**src/rtl/iso_skip_pkg.sv**
```systemverilog
package iso_skip_pkg;

    // Width of the target-valid field in branch and skip words
    localparam int ZW = 4;

    // Byte offsets of the three words of a program
    localparam int OFF_PAY  = 0;
    localparam int OFF_BR   = 4;
    localparam int OFF_SKIP = 8;

    typedef enum logic [2:0] {
        S_IDLE,
        S_WAIT,
        S_PAY,
        S_BR,
        S_SKIP,
        S_DRAIN
    } seq_state_e;

    function automatic logic z_valid(input logic [ZW-1:0] z);
        return z != '0;
    endfunction

endpackage

```
**src/rtl/iso_evt_latch.sv**
```systemverilog
module iso_evt_latch (
    input  logic clk,
    input  logic rst,
    input  logic live,
    input  logic bus_reset,
    input  logic cycle_lost,
    input  logic tx_error,
    input  logic take,
    output logic pend,
    output logic flush
);
    logic pend_q;
    logic evt_now;

    assign evt_now = bus_reset | cycle_lost | tx_error;
    assign pend    = live & (pend_q | evt_now);

    always_ff @(posedge clk) begin
        if (rst) begin
            pend_q <= 1'b0;
            flush  <= 1'b0;
        end else begin
            flush <= tx_error & live;
            if (!live || take)
                pend_q <= 1'b0;
            else if (evt_now)
                pend_q <= 1'b1;
        end
    end

    // a pending skip survives until a boundary consumes it
    assert_pend_hold_R7: assert property (@(posedge clk) disable iff (rst)
        pend_q && live && !take |=> pend_q || !live);

endmodule

```
**src/rtl/iso_seq_fsm.sv**
```systemverilog
module iso_seq_fsm
    import iso_skip_pkg::*;
#(
    parameter int AW = 16,
    parameter int DW = 32
) (
    input  logic          clk,
    input  logic          rst,
    input  logic          run,
    input  logic [AW-1:0] start_ptr,
    input  logic          cycle_start,
    input  logic          pend,
    output logic          take,
    output logic          rd_req,
    output logic [AW-1:0] rd_addr,
    input  logic [DW-1:0] rd_data,
    input  logic          rd_valid,
    input  logic          fifo_empty,
    input  logic          fifo_we,
    output logic          wr_stb,
    output logic [DW-1:0] wr_data,
    output logic          active
);
    localparam logic [AW-1:0] A_PAY  = AW'(OFF_PAY);
    localparam logic [AW-1:0] A_BR   = AW'(OFF_BR);
    localparam logic [AW-1:0] A_SKIP = AW'(OFF_SKIP);

    seq_state_e    st;
    logic [AW-1:0] ptr_q;
    logic [DW-1:0] pay_q;
    logic          run_q;
    logic [AW-1:0] tgt;
    logic          tgt_ok;
    logic [AW-1:0] off;

    assign tgt    = {rd_data[AW-1:ZW], {ZW{1'b0}}};
    assign tgt_ok = z_valid(rd_data[ZW-1:0]);

    always_comb begin
        case (st)
            S_BR:    off = A_BR;
            S_SKIP:  off = A_SKIP;
            default: off = A_PAY;
        endcase
    end

    assign rd_req  = (st == S_PAY) || (st == S_BR) || (st == S_SKIP);
    assign rd_addr = ptr_q + off;
    assign take    = (st == S_WAIT) && cycle_start && run && pend;
    assign wr_stb  = (st == S_BR) && rd_valid;
    assign wr_data = pay_q;
    assign active  = (st != S_IDLE);

    always_ff @(posedge clk) begin
        if (rst) begin
            st    <= S_IDLE;
            ptr_q <= '0;
            pay_q <= '0;
            run_q <= 1'b0;
        end else begin
            run_q <= run;
            case (st)
                S_IDLE: begin
                    if (run && !run_q && z_valid(start_ptr[ZW-1:0])) begin
                        ptr_q <= {start_ptr[AW-1:ZW], {ZW{1'b0}}};
                        st    <= S_WAIT;
                    end
                end
                S_WAIT: begin
                    if (cycle_start) begin
                        if (!run)
                            st <= S_IDLE;
                        else if (pend)
                            st <= S_SKIP;
                        else
                            st <= S_PAY;
                    end
                end
                S_PAY: begin
                    if (rd_valid) begin
                        pay_q <= rd_data;
                        st    <= S_BR;
                    end
                end
                S_BR, S_SKIP: begin
                    if (rd_valid) begin
                        if (tgt_ok) begin
                            ptr_q <= tgt;
                            st    <= S_WAIT;
                        end else begin
                            st <= S_DRAIN;
                        end
                    end
                end
                S_DRAIN: begin
                    if (cycle_start && !run)
                        st <= S_IDLE;
                    else if (fifo_empty && !fifo_we)
                        st <= S_IDLE;
                end
                default: st <= S_IDLE;
            endcase
        end
    end

    // quiet right after reset
    assert_rst_quiet_R1: assert property (@(posedge clk)
        rst |=> !active && !rd_req);

    // a request is held with a steady address until answered
    assert_req_hold_R10: assert property (@(posedge clk) disable iff (rst)
        rd_req && !rd_valid |=> rd_req && $stable(rd_addr));

    // run low at a boundary with no fetch in progress stops the context
    assert_run_stop_R9: assert property (@(posedge clk) disable iff (rst)
        cycle_start && !run && active && !rd_req |=> !active);

    // a running context only ends once the FIFO was empty
    assert_drain_end_R6: assert property (@(posedge clk) disable iff (rst)
        $fell(active) && $past(run) |-> $past(fifo_empty));

endmodule

```
**src/rtl/iso_fifo_wr.sv**
```systemverilog
module iso_fifo_wr #(
    parameter int DW = 32
) (
    input  logic          clk,
    input  logic          rst,
    input  logic          wr_stb,
    input  logic [DW-1:0] wr_data,
    output logic          fifo_we,
    output logic [DW-1:0] fifo_wdata
);
    always_ff @(posedge clk) begin
        if (rst) begin
            fifo_we    <= 1'b0;
            fifo_wdata <= '0;
        end else begin
            fifo_we <= wr_stb;
            if (wr_stb)
                fifo_wdata <= wr_data;
        end
    end

    // one write per program, never back to back
    assert_we_single_R3: assert property (@(posedge clk) disable iff (rst)
        fifo_we |=> !fifo_we);

endmodule

```
**src/rtl/iso_tx_skip_seq.sv**
```systemverilog
module iso_tx_skip_seq #(
    parameter int AW = 16,
    parameter int DW = 32
) (
    input  logic          clk,
    input  logic          rst,
    input  logic          run,
    input  logic [AW-1:0] start_ptr,
    output logic          active,
    input  logic          cycle_start,
    input  logic          bus_reset,
    input  logic          cycle_lost,
    input  logic          tx_error,
    output logic          rd_req,
    output logic [AW-1:0] rd_addr,
    input  logic [DW-1:0] rd_data,
    input  logic          rd_valid,
    output logic          fifo_we,
    output logic [DW-1:0] fifo_wdata,
    output logic          fifo_flush,
    input  logic          fifo_empty
);
    logic          pend;
    logic          take;
    logic          wr_stb;
    logic [DW-1:0] wr_data;

    iso_evt_latch u_evt (
        .clk        (clk),
        .rst        (rst),
        .live       (active & run),
        .bus_reset  (bus_reset),
        .cycle_lost (cycle_lost),
        .tx_error   (tx_error),
        .take       (take),
        .pend       (pend),
        .flush      (fifo_flush)
    );

    iso_seq_fsm #(.AW(AW), .DW(DW)) u_fsm (
        .clk         (clk),
        .rst         (rst),
        .run         (run),
        .start_ptr   (start_ptr),
        .cycle_start (cycle_start),
        .pend        (pend),
        .take        (take),
        .rd_req      (rd_req),
        .rd_addr     (rd_addr),
        .rd_data     (rd_data),
        .rd_valid    (rd_valid),
        .fifo_empty  (fifo_empty),
        .fifo_we     (fifo_we),
        .wr_stb      (wr_stb),
        .wr_data     (wr_data),
        .active      (active)
    );

    iso_fifo_wr #(.DW(DW)) u_wr (
        .clk        (clk),
        .rst        (rst),
        .wr_stb     (wr_stb),
        .wr_data    (wr_data),
        .fifo_we    (fifo_we),
        .fifo_wdata (fifo_wdata)
    );

    // no flush is produced by an idle context
    assert_idle_noflush_R8: assert property (@(posedge clk) disable iff (rst)
        !active |=> !fifo_flush);

    // a transmit error on a live context flushes in the next cycle
    assert_err_flush_R7: assert property (@(posedge clk) disable iff (rst)
        tx_error && active && run |=> fifo_flush);

endmodule

```
**config.mk**
```make
export PLATFORM = sky130hd
export DESIGN_NAME = iso_tx_skip_seq
export DESIGN_NICKNAME = d
export VERILOG_FILES = /design/src/rtl/iso_skip_pkg.sv /design/src/rtl/iso_evt_latch.sv /design/src/rtl/iso_seq_fsm.sv /design/src/rtl/iso_fifo_wr.sv /design/src/rtl/iso_tx_skip_seq.sv
export SDC_FILE = /design/constraint.sdc
export NUM_CORES = 1
export LEC_CHECK = 0
export CORE_MARGIN = 5
export CORE_UTILIZATION = 50
export CTS_BUF_LIST = sky130_fd_sc_hd__clkbuf_8
export DETAILED_ROUTE_END_ITERATION = 16
export DONT_BUFFER_PORTS = 1
export RECOVER_POWER = 25
export SETUP_SLACK_MARGIN = 0.5
export SYNTH_ARGS = -nofsm -noshare
export SYNTH_HDL_FRONTEND = slang
export SYNTH_SLANG_ARGS = --single-unit
```
**constraint.sdc**
```tcl
create_clock -name clk -period 2.39 [get_ports clk]
set_clock_uncertainty 0.05 [all_clocks]
set_input_delay 0.717 -clock clk [delete_from_list [all_inputs] [get_ports clk]]
set_output_delay 0.717 -clock clk [all_outputs]
set_load 0.01 [all_outputs]
```
==> parameters.txt <==
Parameter                              Value

Cells and area
  Layout cell share with drive strength beyond 1    0.159
  Number of antenna repair diodes    0
  Layout Cell Area excl Fill    roughly 0.0037 mm²
  Non-filler cells in the finished layout    492
  Final layout net count    467
  Layout area overhead    12.0%

STA
  Number of failing setup endpoints in the final timing report    0
  Final worst path period share    0.841
  Actual slew at the worst max-slew pin    730 ps
  Fmax    498 MHz
  Count of endpoints failing hold in the final timing report    0
  Worst max-slew margin expressed relative to the limit    0.514
  Setup Total Neg Slack    0 ps
  Minimum hold slack    369 ps
  Setup repair after global routing missed its margin    yes
  Final critical delay including setup and external delays    2010 ps
  Fin. max-slew vios    0

Place
  Detailed placer's ending HPWL    5330 µm
  Quantity of I/O buffers inserted on ports    0
  Final weighted congestion of routability-driven global placement    0.804
  Placed standard-cell area    between 0.003 and 0.004 mm²
  Post-placement cell count    464

Die
  I/O pins    109
  Total number of placement rows    29
  Die H    90.8 µm
  Die width    90.8 µm
  Standard cell core area    between 0.006 and 0.007 mm²
  Area of the die    0.00825 mm²
  Starting utilization of the core area    0.514

Clock network
  Number of H-tree levels    3
  Clk slew on worst S/H paths    90 ps
  Worst-skew pair later-pin latency    350 ps
  Hold_buf cts    0
  Maximum clock path buffer count    2
  TritonCTS Sinks    83
  Clock tree from TritonCTS    built
  Root buf cell    sky130_fd_sc_hd__clkbuf_8
  Clock buffers created by TritonCTS    9

Routing
  Post-DR wirelength/cell    16.8 µm
  Detailed Routing Iterations Pass 1    4
  Via density per instance    roughly 5.6
  DRT antenna net count    0
  Detailed Route Iter0 Violations    139
  Post-detailed-routing wire length    ~8300 µm
  Drc violations    0
  Total number of vias    ~2800

GRT
  Antenna violations before repair    0
  Gr ovfl total    0
  Via count of the first global-routing pass    2752
  Largest net degree at the start of global routing    82
  Global-route wire length before repair    13500 µm
  Total routing usage reported by global routing    0.201

Worst setup path
  WP data arrival    approximately 1200 ps
  WP buf/inv    1
  Biggest fanout along the worst timing path    3
  Type of element launching the critical path    register
  Reg-to-reg critical path startpoint    u_fsm.st[0]
  Cell depth of the worst flop-to-flop path    8
  Critical Path Sink Type    output pin
  Critical-path cell list    buf_6 -> or3_1
  Startpoint-to-endpoint class of the critical path    reg2out
  Critical register-to-register path endpoint    u_wr.fifo_wdata[20]
  Worst EP required    1620 ps
  Biggest cell delay along the critical path    roughly 430 ps
  Cell family contributing the most delay on the critical path    simple AND/OR/NAND/NOR gates
  Worst-case register-to-register setup slack    550 ps
  Master of the slowest instance on the critical path    sky130_fd_sc_hd__or3_1

Job
  Max-capacitance violation count    0

Yosys
  Area share of fa/ha/maj cells after synthesis    0
  Simple-Gate Fraction of Synth Area    0.260
  Mux share of post-synthesis cell area    0
  Total standard cell area after synthesis    0.00327 mm²
  Avg Synthesized Cell Area    8.01 µm²
  Number of storage elements in the synthesis netlist    83
  Synth Warn #    0
  Top flip-flop cell by instance count after synthesis    sky130_fd_sc_hd__dfxtp_1
  Fraction of synthesis flops using an asynchronous set or reset pin    0
  Sequential cell area fraction in the yosys report    0.509
  Xor-xnor portion of the synthesized cell area    0
  Ranking of synthesized cells by area    sky130_fd_sc_hd__dfxtp_1 51%, sky130_fd_sc_hd__nand2_1 17%, sky130_fd_sc_hd__a21oi_1 10%
  Number of enable-type register cells in the synthesized netlist    0
  Area share of the largest cell type after synthesis    0.509
  Gate count after technology mapping    408
  Library cell occupying the most area in the post-synthesis netlist    sky130_fd_sc_hd__dfxtp_1
  Largest family of logic cells by synthesized area    simple AND/OR/NAND/NOR gates
  Distinct cell type count after synthesis    41
  Share of the synthesized area in compound gates (AO/OA/AOI/OAI)    0.178

Hold path
  Cell depth of the worst hold path    1
  Worst min-delay path category    in2reg
  Startpoint of the lowest-slack hold path    rst
  Worst min-delay path endpoint    u_fsm.ptr_q[11]

Power
  Static leakage    1.23 nW
  Maximum vdd ir drop    0.456 mV
  Power per standard cell area    715 mW/mm²

Status
  Result of the run    finished, final reports clean
-- metal layers --
metal / vias to the layer above / GRT usage / wire length, µm
met2: 87 / 0.334 / 3900
met1: 1284 / 0.231 / 3440
met5: - / 0 / 0
met3: 14 / 0.0758 / 751
met4: 0 / 0.0844 / 161
li1: 1365 / - / -
-- flip-flops by register name, summed over array words and instances (netlist names) --
signal,flops
u_evt.pend_q,1
u_wr.fifo_wdata,32
u_fsm.run_q,1
u_fsm.ptr_q,12
u_fsm.wr_data,32
u_wr.fifo_we,1
u_fsm.st,3
u_evt.flush,1
-- cells in the mapped netlist (2+ instances only) --
library cell / n
sky130_fd_sc_hd__nand2_1: 144
sky130_fd_sc_hd__dfxtp_1: 83
sky130_fd_sc_hd__a21oi_1: 66
sky130_fd_sc_hd__clkbuf_1: 24
sky130_fd_sc_hd__nor3_1: 13
sky130_fd_sc_hd__nand3_1: 12
sky130_fd_sc_hd__a311oi_2: 10
sky130_fd_sc_hd__nor2_1: 7
sky130_fd_sc_hd__buf_2: 5
sky130_fd_sc_hd__nor2b_1: 4
sky130_fd_sc_hd__buf_4: 3
sky130_fd_sc_hd__inv_1: 3
sky130_fd_sc_hd__a311oi_1: 2
sky130_fd_sc_hd__nand2b_1: 2
sky130_fd_sc_hd__nor4_1: 2
sky130_fd_sc_hd__o21ai_0: 2
sky130_fd_sc_hd__or3b_1: 2
-- area by class of cell --
type                       instances  area [µm²]
timing repair buffer              23         185
tap                               77        96.3
sequential                        83        1670
clock buffer                      10         138
clock inverter                     6        72.6
inverter                           4        17.5
fill                             646        2690
multi-input combinational        289        1480
-- through the flow --
stage / power (W) / setup WS (ps) / util
floorplan: 0.00159 / 292 / -
global placement: 0.00159 / 294 / 0.521
detailed placement: 0.00159 / 269 / 0.521
CTS: 0.00264 / 385 / 0.570
global route: 0.00272 / 330 / 0.576
finish: 0.00262 / 381 / 0.576
-- worst max-delay path by stage --
stage | cells after the start | from | end
after floorplan | 5 | rd_data[0] | u_fsm.ptr_q[10]
after global placement | 4 | rd_data[0] | u_fsm.ptr_q[15]
after detailed placement | 4 | rd_data[0] | u_fsm.ptr_q[4]
after CTS | 2 | u_fsm.st[0] | rd_req
after global routing | 2 | u_fsm.st[1] | active
final | 2 | u_fsm.st[1] | active
-- timing repair --
action / in CTS / in global routing
setup buffers: 9 / 1
pin swaps: 2 / 3
endpoints found under the setup margin: 8 / 16
cloned: 0 / 2
resized for setup: 13 / 6
-- kinds of logic (layout without fill, tap and decap cells) --
group,Yosys count,after routing
AND/OR/NAND/NOR,197,198
other,1,2
AO/OA/AOI/OAI,89,89
buffers and inverters,38,43
flip-flops,83,83
-- placed cells by master, fill, tap and decap left out, types with 2 or more instances in the layout --
master	synthesis	routed
sky130_fd_sc_hd__a21oi_1	66	66
sky130_fd_sc_hd__a311oi_1	2	2
sky130_fd_sc_hd__a311oi_2	10	10
sky130_fd_sc_hd__buf_4	3	18
sky130_fd_sc_hd__buf_6	1	4
sky130_fd_sc_hd__clkbuf_8	0	10
sky130_fd_sc_hd__clkinvlp_4	0	3
sky130_fd_sc_hd__conb_1	1	2
sky130_fd_sc_hd__dfxtp_1	83	81
sky130_fd_sc_hd__inv_1	3	2
sky130_fd_sc_hd__nand2_1	144	142
sky130_fd_sc_hd__nand2b_1	2	2
sky130_fd_sc_hd__nand3_1	12	12
sky130_fd_sc_hd__nor2_1	7	5
sky130_fd_sc_hd__nor2_2	0	2
sky130_fd_sc_hd__nor2b_1	4	4
sky130_fd_sc_hd__nor3_1	13	13
sky130_fd_sc_hd__o21ai_0	2	2
sky130_fd_sc_hd__or2_2	1	2
sky130_fd_sc_hd__or3b_4	0	2
-- where the power goes --
| group | leakage (nW) | total [W] | internal [W] | switching (W) |
|---|---|---|---|---|
| registers | 0.673 | 0.00143 | 0.00141 | 0.0000268 |
| clock network | 0.0966 | 0.00104 | 0.000519 | 0.000517 |
| logic | 0.464 | 0.000145 | 0.0000714 | 0.0000741 |
| total | 1.23 | 0.00262 | 0.00200 | 0.000618 |
(Power assumes the default switching activity.)
